`config.mk`:
```
export PLATFORM = sky130hd
export DESIGN_NAME = pwm_period_chan
export DESIGN_NICKNAME = d
export VERILOG_FILES = /design/src/rtl/pwm_chan_pkg.sv /design/src/rtl/pwm_prescaler.sv /design/src/rtl/pwm_upd_buf.sv /design/src/rtl/pwm_wave.sv /design/src/rtl/pwm_period_chan.sv
export SDC_FILE = /design/constraint.sdc
export NUM_CORES = 1
export LEC_CHECK = 0
export ABC_AREA = 1
export CORE_MARGIN = 5
export CORE_UTILIZATION = 40
export CTS_CLUSTER_DIAMETER = 150
export CTS_CLUSTER_SIZE = 20
export DETAILED_ROUTE_END_ITERATION = 16
export PLACE_DENSITY = 0.62
export SETUP_SLACK_MARGIN = 0.4
export SYNTH_ARGS = -nofsm -noshare
export SYNTH_HDL_FRONTEND = slang
export SYNTH_SLANG_ARGS = --single-unit
export TNS_END_PERCENT = 10
```
`constraint.sdc`:
```
create_clock -name clk -period 7.6 [get_ports clk]
set_input_delay 1.52 -clock clk [delete_from_list [all_inputs] [get_ports clk]]
set_output_delay 1.52 -clock clk [all_outputs]
set_load 0.03 [all_outputs]
```
`src/rtl/pwm_chan_pkg.sv`:
```
// Shared constants and types for the PWM channel.
package pwm_chan_pkg;
    // Largest prescaler exponent honoured; larger requests are clamped.
    localparam int PRE_MAX = 10;

    // Target encoding of an update write.
    typedef enum logic {
        UPD_DUTY   = 1'b0,
        UPD_PERIOD = 1'b1
    } upd_tgt_e;
endpackage

```
`src/rtl/pwm_prescaler.sv`:
```
// Tick generator: emits one tick every 2^pre clocks while not held clear.
// Assumes pre is already clamped to PRE_MAX and constant while running.
module pwm_prescaler
    import pwm_chan_pkg::*;
#(
    parameter int PRE_W = 4
) (
    input  logic             clk,
    input  logic             rst_n,
    input  logic             clear,
    input  logic [PRE_W-1:0] pre,
    output logic             tick
);
    localparam int PCNT_W = PRE_MAX + 1;
    localparam logic [PCNT_W-1:0] ONE = PCNT_W'(1);

    logic [PCNT_W-1:0] pcnt;
    logic [PCNT_W-1:0] mask;

    // Low-bit mask for the selected exponent.
    always_comb mask = (ONE << pre) - ONE;

    // Free-running sub-tick counter, zeroed while the channel is idle.
    always_ff @(posedge clk) begin
        if (!rst_n || clear) pcnt <= '0;
        else                 pcnt <= pcnt + ONE;
    end

    // Tick when all masked low bits are set.
    always_comb tick = ((pcnt & mask) == mask);


    tick_gap_chk: assert property (@(posedge clk) disable iff (!rst_n)
        (!clear && tick && pre != '0) |=> !tick);
endmodule

```
`src/rtl/pwm_upd_buf.sv`:
```
// Pending update storage. Holds duty/period writes made while running
// and offers the values to load at the period end. Writes while idle are
// dropped. SHARED selects one buffer with a target bit, or two buffers.
module pwm_upd_buf
    import pwm_chan_pkg::*;
#(
    parameter int CNT_W  = 16,
    parameter bit SHARED = 1'b1
) (
    input  logic             clk,
    input  logic             rst_n,
    input  logic             run,
    input  logic             end_evt,
    input  logic             wr,
    input  logic             sel,
    input  logic [CNT_W-1:0] data,
    input  logic [CNT_W-1:0] live_dty,
    input  logic [CNT_W-1:0] live_prd,
    output logic [CNT_W-1:0] nxt_dty,
    output logic [CNT_W-1:0] nxt_prd
);
    logic pend_any;

    generate
        if (SHARED) begin : g_shared
            logic             pend;
            upd_tgt_e         tgt;
            logic [CNT_W-1:0] buf_q;

            // One slot: a write overwrites value and target; end clears.
            always_ff @(posedge clk) begin
                if (!rst_n || !run) begin
                    pend  <= 1'b0;
                    tgt   <= UPD_DUTY;
                    buf_q <= '0;
                end else if (wr) begin
                    pend  <= 1'b1;
                    tgt   <= upd_tgt_e'(sel);
                    buf_q <= data;
                end else if (end_evt) begin
                    pend  <= 1'b0;
                end
            end

            // Route the slot to its target only.
            always_comb begin
                nxt_dty  = (pend && tgt == UPD_DUTY)   ? buf_q : live_dty;
                nxt_prd  = (pend && tgt == UPD_PERIOD) ? buf_q : live_prd;
                pend_any = pend;
            end
        end else begin : g_split
            logic             pd, pp;
            logic [CNT_W-1:0] bd, bp;

            // Independent duty and period slots.
            always_ff @(posedge clk) begin
                if (!rst_n || !run) begin
                    pd <= 1'b0; pp <= 1'b0; bd <= '0; bp <= '0;
                end else begin
                    if (end_evt) begin
                        pd <= 1'b0;
                        pp <= 1'b0;
                    end
                    if (wr && upd_tgt_e'(sel) == UPD_DUTY) begin
                        pd <= 1'b1;
                        bd <= data;
                    end
                    if (wr && upd_tgt_e'(sel) == UPD_PERIOD) begin
                        pp <= 1'b1;
                        bp <= data;
                    end
                end
            end

            // Offer each slot when pending.
            always_comb begin
                nxt_dty  = pd ? bd : live_dty;
                nxt_prd  = pp ? bp : live_prd;
                pend_any = pd | pp;
            end
        end
    endgenerate


    idle_clear_chk: assert property (@(posedge clk) disable iff (!rst_n)
        !run |=> !pend_any);
endmodule

```
`src/rtl/pwm_wave.sv`:
```
// Output stage: inactive below the duty threshold, active from it on;
// parks at the inactive level when not running. Purely combinational.
module pwm_wave #(
    parameter int CNT_W = 16
) (
    input  logic             run,
    input  logic [CNT_W-1:0] cnt,
    input  logic [CNT_W-1:0] dty,
    input  logic             pol,
    output logic             out
);
    // Level select with polarity applied.
    always_comb out = run ? ((cnt >= dty) ^ pol) : pol;
endmodule

```
`src/rtl/pwm_period_chan.sv`:
```
// One PWM channel. Loads settings from the configuration inputs while
// idle, runs a prescaled period counter, and applies buffered updates
// and stop requests only at period ends. Assumes a single clock domain.
module pwm_period_chan
    import pwm_chan_pkg::*;
#(
    parameter int CNT_W      = 16,
    parameter int PRE_W      = 4,
    parameter bit SHARED_BUF = 1'b1
) (
    input  logic             clk,
    input  logic             rst_n,
    input  logic             en_req,
    input  logic [PRE_W-1:0] pre_sel,
    input  logic             pol_inv,
    input  logic [CNT_W-1:0] cfg_period,
    input  logic [CNT_W-1:0] cfg_duty,
    input  logic             upd_wr,
    input  logic             upd_sel,
    input  logic [CNT_W-1:0] upd_data,
    output logic             pwm_out,
    output logic             chan_active,
    output logic             period_start
);
    localparam int               W1      = CNT_W + 1;
    localparam logic [W1-1:0]    ONE_W1  = W1'(1);
    localparam logic [PRE_W-1:0] PRE_LIM = PRE_W'(PRE_MAX);

    logic             active, start_q, tick, at_last, end_evt;
    logic             live_pol;
    logic [PRE_W-1:0] live_pre;
    logic [CNT_W-1:0] cnt, live_prd, live_dty, nxt_prd, nxt_dty;

    // Final tick of the period (a zero period behaves as one tick).
    always_comb begin
        at_last = ({1'b0, cnt} + ONE_W1) >= {1'b0, live_prd};
        end_evt = active && tick && at_last;
    end

    pwm_prescaler #(.PRE_W(PRE_W)) u_pre (
        .clk(clk), .rst_n(rst_n), .clear(!active), .pre(live_pre), .tick(tick)
    );

    pwm_upd_buf #(.CNT_W(CNT_W), .SHARED(SHARED_BUF)) u_buf (
        .clk(clk), .rst_n(rst_n), .run(active), .end_evt(end_evt),
        .wr(upd_wr), .sel(upd_sel), .data(upd_data),
        .live_dty(live_dty), .live_prd(live_prd),
        .nxt_dty(nxt_dty), .nxt_prd(nxt_prd)
    );

    pwm_wave #(.CNT_W(CNT_W)) u_wave (
        .run(active), .cnt(cnt), .dty(live_dty), .pol(live_pol), .out(pwm_out)
    );

    // Run state, start pulse and period counter.
    always_ff @(posedge clk) begin
        if (!rst_n) begin
            active  <= 1'b0;
            start_q <= 1'b0;
            cnt     <= '0;
        end else if (!active) begin
            active  <= en_req;
            start_q <= en_req;
            cnt     <= '0;
        end else begin
            start_q <= 1'b0;
            if (end_evt) begin
                cnt     <= '0;
                active  <= en_req;
                start_q <= en_req;
            end else if (tick) begin
                cnt <= cnt + 1'b1;
            end
        end
    end

    // Live settings: follow configuration when idle, buffer at period end.
    always_ff @(posedge clk) begin
        if (!rst_n) begin
            live_prd <= '0;
            live_dty <= '0;
            live_pol <= 1'b0;
            live_pre <= '0;
        end else if (!active) begin
            live_prd <= cfg_period;
            live_dty <= cfg_duty;
            live_pol <= pol_inv;
            live_pre <= (pre_sel > PRE_LIM) ? PRE_LIM : pre_sel;
        end else if (end_evt) begin
            live_prd <= nxt_prd;
            live_dty <= nxt_dty;
        end
    end

    assign chan_active  = active;
    assign period_start = start_q;


    run_hold_chk: assert property (@(posedge clk) disable iff (!rst_n)
        (chan_active && !end_evt) |=> chan_active);

    live_frozen_chk: assert property (@(posedge clk) disable iff (!rst_n)
        (chan_active && !end_evt) |=> ($stable(live_prd) && $stable(live_dty)
                                       && $stable(live_pol) && $stable(live_pre)));

    start_in_run_chk: assert property (@(posedge clk) disable iff (!rst_n)
        period_start |-> (chan_active && cnt == '0));

    start_inactive_chk: assert property (@(posedge clk) disable iff (!rst_n)
        (period_start && live_dty != '0) |-> (pwm_out == live_pol));

    idle_level_chk: assert property (@(posedge clk) disable iff (!rst_n)
        !chan_active |-> (pwm_out == live_pol));
endmodule

```
# Word level (Yosys, flattened, before mapping)
# Index checks and enable logic that the tools add are counted.
# word_totals
register_bits,84
latchBits,0
ramBits,0
romBits,0
inputBits,58
output_inout_bits,3
elab_cells,53
memories,0
# classes
n_addsub,4
multipliers,0
n_div,0
magnitude_cmp,3
eq_ne,4
n_shift,1
n_mux,14
bitwise,5
n_reduce_logical,11
# op_table
cell,count
$mux W16,6
$add A16 B1 Y17 const B,1
$ge A17 B16 Y1,1
$add A16 B1 Y16 const B,1
$ge A16 B16 Y1,1
$add A11 B1 Y11 const B,1
$and A11 B11 Y11,1
$eq A11 B11 Y1,1
$shl A1 B4 Y11 const A,1
$sub A11 B1 Y11 const B,1
$mux W1,7
$ne A2 B1 Y1 const B,3
$gt A4 B4 Y1 const B,1
$logic_and A1 B1 Y1,4
$mux W4,1
$reduce_and A2 Y1,2
$not A1 Y1,3
$reduce_or A3 Y1,1
$logic_not A1 Y1,2
$reduce_bool A2 Y1,1
$logic_or A1 B1 Y1,1
$xor A1 B1 Y1,1

# Depth between registers and ports, before layout
# Gate-level depths: netlist of the first run.
# logic_depth
depth_word,8
ltp_mapped,22

# Hierarchy
# Synthesis of the first run repeated with hierarchy kept, for this count alone.
# hier_totals
cells_unflattened,911
area_unflattened_um2,5671.7
# modules_own_cells
mod,instances,cells_per_inst,area_each_um2
pwm_period_chan,1,539,3418.3
pwm_upd_buf,1,186,1087.3
pwm_prescaler,1,112,703.2
pwm_wave,1,74,462.9

# Least setup slack after synthesis of the first run
# OpenSTA, ideal clock, no wires.
# synth_path
path_type,flip-flop to output port
startpoint,"reg active, in the netlist chan_active"
endpoint,out pwm_out
t_arrival_ns,1.522
slack_ns,4.558
stages_incl_launch_ff,6
path_cell_list,dfxtp_1 > buf_2 > clkbuf_1 > nand2_1 > xor2_1 > inv_1
# synth_between
elab_chain_len,1
# synth_lines
element,line_no,rtl
"start, declared",pwm_period_chan.sv:29,"logic active, start_q, tick, at_last, end_evt;"
"start signal, assigned",pwm_period_chan.sv:62,active <= en_req;
"start signal, assigned",pwm_period_chan.sv:69,active <= en_req;
$mux W1,pwm_wave.sv:13,always_comb out = run ? ((cnt >= dty) ^ pol) : pol;
"end, declared",pwm_period_chan.sv:21,"output logic pwm_out,"
# Every way passes these cells.

# Worst setup path in the final report of the first run
# layout_path
startpoint,reg live_dty[15]
endpoint,out pwm_out
# layout_between
elab_chain_len,3
# layout_lines
element,line_no,rtl
"start, declared",pwm_period_chan.sv:32,"logic [CNT_W-1:0] cnt, live_prd, live_dty, nxt_prd, nxt_dty;"
"start signal, assigned",pwm_period_chan.sv:86,live_dty <= cfg_duty;
"start signal, assigned",pwm_period_chan.sv:91,live_dty <= nxt_dty;
$ge A16 B16 Y1,pwm_wave.sv:13,
$xor A1 B1 Y1,pwm_wave.sv:13,
$mux W1,pwm_wave.sv:13,
# Every way passes these cells.

==> metrics.csv, run 1 <==
metric,value,unit
number of library cell types mapped by synthesis,36,
n_diodes,0,
met2 Usage GRT,0.313,
share of layout cells above drive strength 1,0.0616,
Critical Path AT,2.68,ns
maximum vdd ir drop,123,uV
Power Dens Cells,182,nW/um2
final clock skew,0.00725,ns
cell count after synthesis,727,
max-slew violations,0,
combinational power share,0.178,
most frequent cells in the layout,"nand2_1, dfxtp_1, inv_1, a21oi_1, clkdlybuf4s50_1",
fin crit period,4.20,ns
P_int,0.000766,W
fraction of registers with async set/reset,0,
area of the die,14600,um2
antenna violations before repair,0,
CTS buffer count,9,
max_cap viols,0,
CP endpoint kind,output port,
RSZ-0062 raised after global routing,no,
DP Wirelength,10400,um
sequential-to-total area share from yosys stat,0.341,
vias in the first global route,4611,
Worst Path Required,6.08,ns
ANT nets after route,0,
First DRT Iteration DRCs,341,
row cnt,40,
gr busiest metal,met2,
DRT Wirelength,13400,um
die extent in y,121,um
"setup slack, reg-to-reg",3.72,ns
Area growth syn-to-layout,19.9,%
CTS clock-pin slew for the worst setup and hold paths,0.06,ns
met3 usage,0.0392,
initial core utilization,0.408,
leakage power,2.60,nW
post-cts resize count,0,
CP cell instances,inv_1 > ha_1 > nand2_1 > inv_1 > nand3_1 > nor3_1 > nand3_1 > nand3_1 > nand2_1 > xor2_1 > inv_1 > clkdlybuf4s50_1,
hold buffers post-CTS,0,
grt ovf,0,
CP bufs+invs,4,
WS Path Type,flip-flop to output port,
Post-CTS Setup Bufs,0,
final core occ,0.490,
Crit path max-delay family,buffers and inverters,
syn_area_per_cell,6.78,um2
Clk Tree Root Cell,clkbuf_16,
CTS tree,done,
GRT Util Overall,0.191,
clock network power share,0.383,
Worst path slowest cell,clkdlybuf4s50_1,
clk sinks,84,
Residual DRC,0,
routed vias,4717,
Detailed Routing Iterations Pass 1,4,
P_sw,0.000312,W
syn nets,820,
endpoints failing hold,0,
Setup Total Neg Slack,0,ns
clk buf depth,2,
Reg power frac,0.439,
largest net degree at the start of global routing,50,
hold crit path type,flip-flop to flip-flop,
chip width,121,um
Fmax achieved,238,MHz
# setup viols final,0,
"EDFF count, synth",0,
fillcell total,1226,
first-pass GRT wire length,22400,um
Synth Register Bits,84,
CP Launch Type,flip-flop,
IO Count,61,
Tcrit/Tclk final,0.552,
Syn. warnings,0,
"commonest non-fill, non-tap cell in the layout",nand2_1,
Sw Share,0.289,
Synth Flop Type,dfxtp_1,
WL/cell,14.2,um
Core ar.,12100,um2
CP peak stage delay,0.66,ns
worst slew pin tran,0.995,ns
Final nets,868,
gpl congestion,0.955,
GR Util met1,0.251,
CP Max Fanout,2,
PortBufs,60,
status,"finished, final reports clean",
Rel. slew slack,0.335,
DR vias/cell,4.98,
H-tree Lvls,3,
clk_lat worst skew,0.34,ns
Mapped Area,4930,um2
## cells in the mapped netlist (9+ instances only)
master    number  area share
a21oi_1       77       0.078
clkbuf_1      12      0.0091
dfxtp_1       84        0.34
ha_1          35       0.089
inv_1         82       0.062
nand2_1      231        0.18
nand3_1       44       0.045
nand4_1       11       0.014
nor2_1        48       0.037
nor3_1         9      0.0091
o21ai_0       12       0.012
xor2_1        14       0.025
## routing by layer
metal,share of wire,up-vias
li1,-,2428
met1,0.47,2155
met2,0.47,115
met3,0.044,19
met4,0.019,0
met5,0,-
## per-stage QoR
stage	area, um2	hold WS, ns	worst slack (ns)	power, W	instances
finish	5910	0.460	3.40	0.00108	947
global route	5910	0.476	3.20	0.00113	947
CTS	5910	0.462	3.39	0.00109	947
detailed placement	5630	0.454	3.35	0.000673	932
global placement	5630	0.449	3.39	0.000670	932
floorplan	4930	0.430	4.56	0.000606	727
## registers in the layout, indices dropped and copies added (netlist names)
| register | count |
|---|---|
| chan_active | 1 |
| cnt | 16 |
| live_dty | 16 |
| live_pol | 1 |
| live_prd | 16 |
| live_pre | 4 |
| period_start | 1 |
| u_buf.g_shared.buf_q | 16 |
| u_buf.g_shared.pend | 1 |
| u_buf.g_shared.tgt | 1 |
| u_pre.pcnt | 11 |
## area by class of cell
class	instances	area (um2)	share of cell area
clock buffers	10	239	0.0405
clock inverters	5	38.8	0.00657
inverters	89	334	0.0566
multi-input cells	529	2790	0.472
repair buffers	62	616	0.104
flip-flops and latches	84	1680	0.285
well taps	168	210	0.0356
## power groups by stage
| stage | sequential, W | clock (W) | combinational, W |
|---|---|---|---|
| finish | 0.000473 | 0.000412 | 0.000192 |
| global route | 0.000475 | 0.000443 | 0.000214 |
| global placement | 0.000482 | 0 | 0.000188 |
| detailed placement | 0.000483 | 0 | 0.000191 |
| floorplan | 0.000480 | 0 | 0.000125 |
| CTS | 0.000473 | 0.000422 | 0.000192 |
## worst paths after layout
path | endpoint | start | cells past startpoint
worst max-delay path | pwm_out | live_dty[15] | 12
worst min-delay path | live_pol | live_pol | 2
worst max register to register | live_dty[5] | cnt[2] | 19
worst min register to register | live_pol | live_pol | 2
## tightest hold or removal path: cells and delay by family (launching register included)
kind             cells  cell delay, ns
flip-flops           1            0.32
AND/OR/NAND/NOR      2            0.10
## cells by family (layout without fill, tap and decap cells)
| logic type | after synthesis | after routing | share of synthesized area |
|---|---|---|---|
| compound gates | 111 | 111 | 0.125 |
| simple gates | 364 | 364 | 0.317 |
| flops | 84 | 84 | 0.341 |
| fa+ha+maj | 35 | 35 | 0.0889 |
| xor+xnor | 19 | 19 | 0.0338 |
| buf+inv | 114 | 166 | 0.0932 |
No activity file was read; power rests on OpenSTA's default activity.
==> run 2: changes to the inputs <==
Settings changed: PLACE_DENSITY 0.62 to 0.64.
Clock period 7.6 ns to 3.5 ns, I/O delays scaled along.
==> metrics.csv, run 2 (synthesis gave the netlist of run 1 again) <==
metric,value,unit,change
Area growth syn-to-layout,28.7,%,
Worst Path Required,3.78,ns,-2.30 ns
initial core utilization,0.408,,unchanged
grt ovf,0,,unchanged
Tcrit/Tclk final,0.855,,
DRT Wirelength,13800,um,+2.5%
Worst path slowest cell,dfxtp_4,,
max-slew violations,0,,unchanged
antenna violations before repair,0,,unchanged
Fmax achieved,334,MHz,
gpl congestion,0.907,,-5.0%
status,"finished, final reports clean",,
WS Path Type,flip-flop to flip-flop,,
routed vias,4792,,+1.6%
share of layout cells above drive strength 1,0.129,,+0.0676
Final Instance Count excl. Fillers,965,,+1.9%
worst hold start,u_buf.g_shared.buf_q[15],,
RSZ-0062 raised after global routing,yes,,
WL/cell,14.3,um,+0.61%
DP Wirelength,10200,um,-1.4%
"commonest non-fill, non-tap cell in the layout",nand2_1,,
clk buf depth,2,,unchanged
Final nets,886,,+2.1%
Core ar.,12100,um2,unchanged
DR vias/cell,4.97,,-0.30%
Rel. slew slack,0.630,,+0.295
CTS tree,done,,
maximum vdd ir drop,189,uV,+53%
die extent in y,121,um,unchanged
clk sinks,84,,unchanged
FF+latch area,1700,um2,+1.0%
Setup Total Neg Slack,0,ns,unchanged
Residual DRC,0,,unchanged
endpoints failing hold,0,,unchanged
leakage power,2.79,nW,+7.0%
PortBufs,60,,unchanged
DP Cell Count,938,,+0.64%
largest net degree at the start of global routing,36,,-28%
CP Max Fanout,6,,+4
IO Count,61,,unchanged
clk_lat worst skew,0.35,ns,about the same
worst r2r path cells,22,,+3
max_cap viols,0,,unchanged
area of the die,14600,um2,unchanged
GRT Util Overall,0.189,,-0.00243
fin crit period,2.99,ns,
worst slew pin tran,0.553,ns,-0.442 ns
first-pass GRT wire length,22200,um,-0.83%
CTS buffer count,9,,unchanged
final clock skew,0.00792,ns,+0.000670 ns
CP Launch Type,flip-flop,,
# setup viols final,0,,unchanged
Critical Path AT,3.27,ns,+0.59 ns
CP peak stage delay,0.37,ns,-0.29 ns
row cnt,40,,unchanged
ANT nets after route,0,,unchanged
CP startpoint,cnt[1],,
most frequent cells in the layout,"nand2_1, inv_1, a21oi_1, dfxtp_1, clkdlybuf4s50_1",,
Clk Tree Root Cell,clkbuf_16,,
"setup slack, reg-to-reg",0.51,ns,-3.21 ns
CP cell instances,nand2_2 > nor2_4 > nand3_4 > nor2_4 > nand4_1 > nor2_2 > xor2_1 > inv_1 > ha_4 > nand2_2 > o21bai_1 > nand2_1 > nand4_1 > nand2_1 > nor2_2 > nand3_4 > nand3_4 > buf_12 > nand2_8 > nand2_2 > nand2_1 > nor2_1,,
Hold Path Cell Cnt,2,,unchanged
reg2reg start,cnt[1],,
CTS clock-pin slew for the worst setup and hold paths,0.06,ns,about the same
fillcell total,1175,,-4.2%
CP endpoint kind,flip-flop,,
H-tree Lvls,3,,unchanged
hold buffers post-CTS,0,,unchanged
footprint of the multi-input gates,3010,um2,+8.0%
Detailed Routing Iterations Pass 1,5,,+1
vias in the first global route,4599,,-0.26%
hold crit path type,flip-flop to flip-flop,,
Power Dens Cells,387,nW/um2,+110%
n_diodes,0,,unchanged
chip width,121,um,unchanged
First DRT Iteration DRCs,280,,-18%
final core occ,0.526,,+0.0359
-- run 2: cell types whose count changed in the layout (fill, tap and decap cells not counted), moves of 4 or more --
| cell | previous run | this run |
|---|---|---|
| dfxtp_1 | 83 | 75 |
| nor2_1 | 48 | 42 |
| nand2_1 | 231 | 225 |
| nor3_1 | 9 | 5 |
| dfxtp_2 | 1 | 6 |
| nand2_2 | 8 | 12 |
| nor2_2 | 3 | 7 |
| buf_4 | 2 | 12 |
| nand3_1 | 44 | 40 |
-- run 2: metrics by stage --
step	setup WS, ns	total power [W]	hold WS, ns	area (um2)
after floorplan	0.667	0.00132	0.430	4930
after global placement	0.244	0.00146	0.445	5670
after detailed placement	0.0723	0.00146	0.454	5670
after CTS	0.410	0.00245	0.462	6030
after global routing	0.300	0.00257	0.478	6340
final	0.507	0.00245	0.463	6340
-- run 2: per-layer routing --
metal / vias to the layer above / routed length, um / GRT usage
met3: 21 / 716 / 0.0415
met4: 0 / 255 / 0.0460
li1: 2469 / - / -
met2: 119 / 6350 / 0.310
met5: - / 0 / 0
met1: 2183 / 6430 / 0.252
-- run 2: where the power goes --
group / switching, W / total (W) / internal, W
sequential: 0.0000368 / 0.00103 / 0.000996
clock: 0.000388 / 0.000977 / 0.000589
combinational: 0.000257 / 0.000444 / 0.000187
total: 0.000682 / 0.00245 / 0.00177
-- run 2: path summary, 6_finish.rpt --
| kind | endpoint |
|---|---|
| worst max-delay path | live_prd[2] |
| worst min-delay path | u_buf.g_shared.buf_q[15] |
| worst max register to register | live_prd[2] |
| worst min register to register | u_buf.g_shared.buf_q[15] |
-- run 2: layout make-up --
type / count / share of cell area
Multi-Input combinational cell: 531 / 0.475
Inverter: 89 / 0.0527
Clock buffer: 12 / 0.0405
Clock inverter: 3 / 0.00730
Tap cell: 168 / 0.0332
Sequential cell: 84 / 0.268
Timing Repair Buffer: 78 / 0.123
-- run 2: worst max-delay path: cells and delay by family, from the launching register on --
kind	cells	cell delay (ns)
flip-flops	1	0.37
adder cells (fa/ha/maj)	1	0.22
XOR/XNOR	1	0.17
AND/OR/NAND/NOR	17	1.80
AO/OA/AOI/OAI	1	0.11
buffers and inverters	2	0.24
-- run 2: repair_timing --
action,4_1_cts,5_1_grt
setup buffers,0,9
gates cloned,0,3
hold endpoints to repair,0,0
gates resized for setup,15,42
endpoints found under the setup margin,52,52
pin swaps,0,19
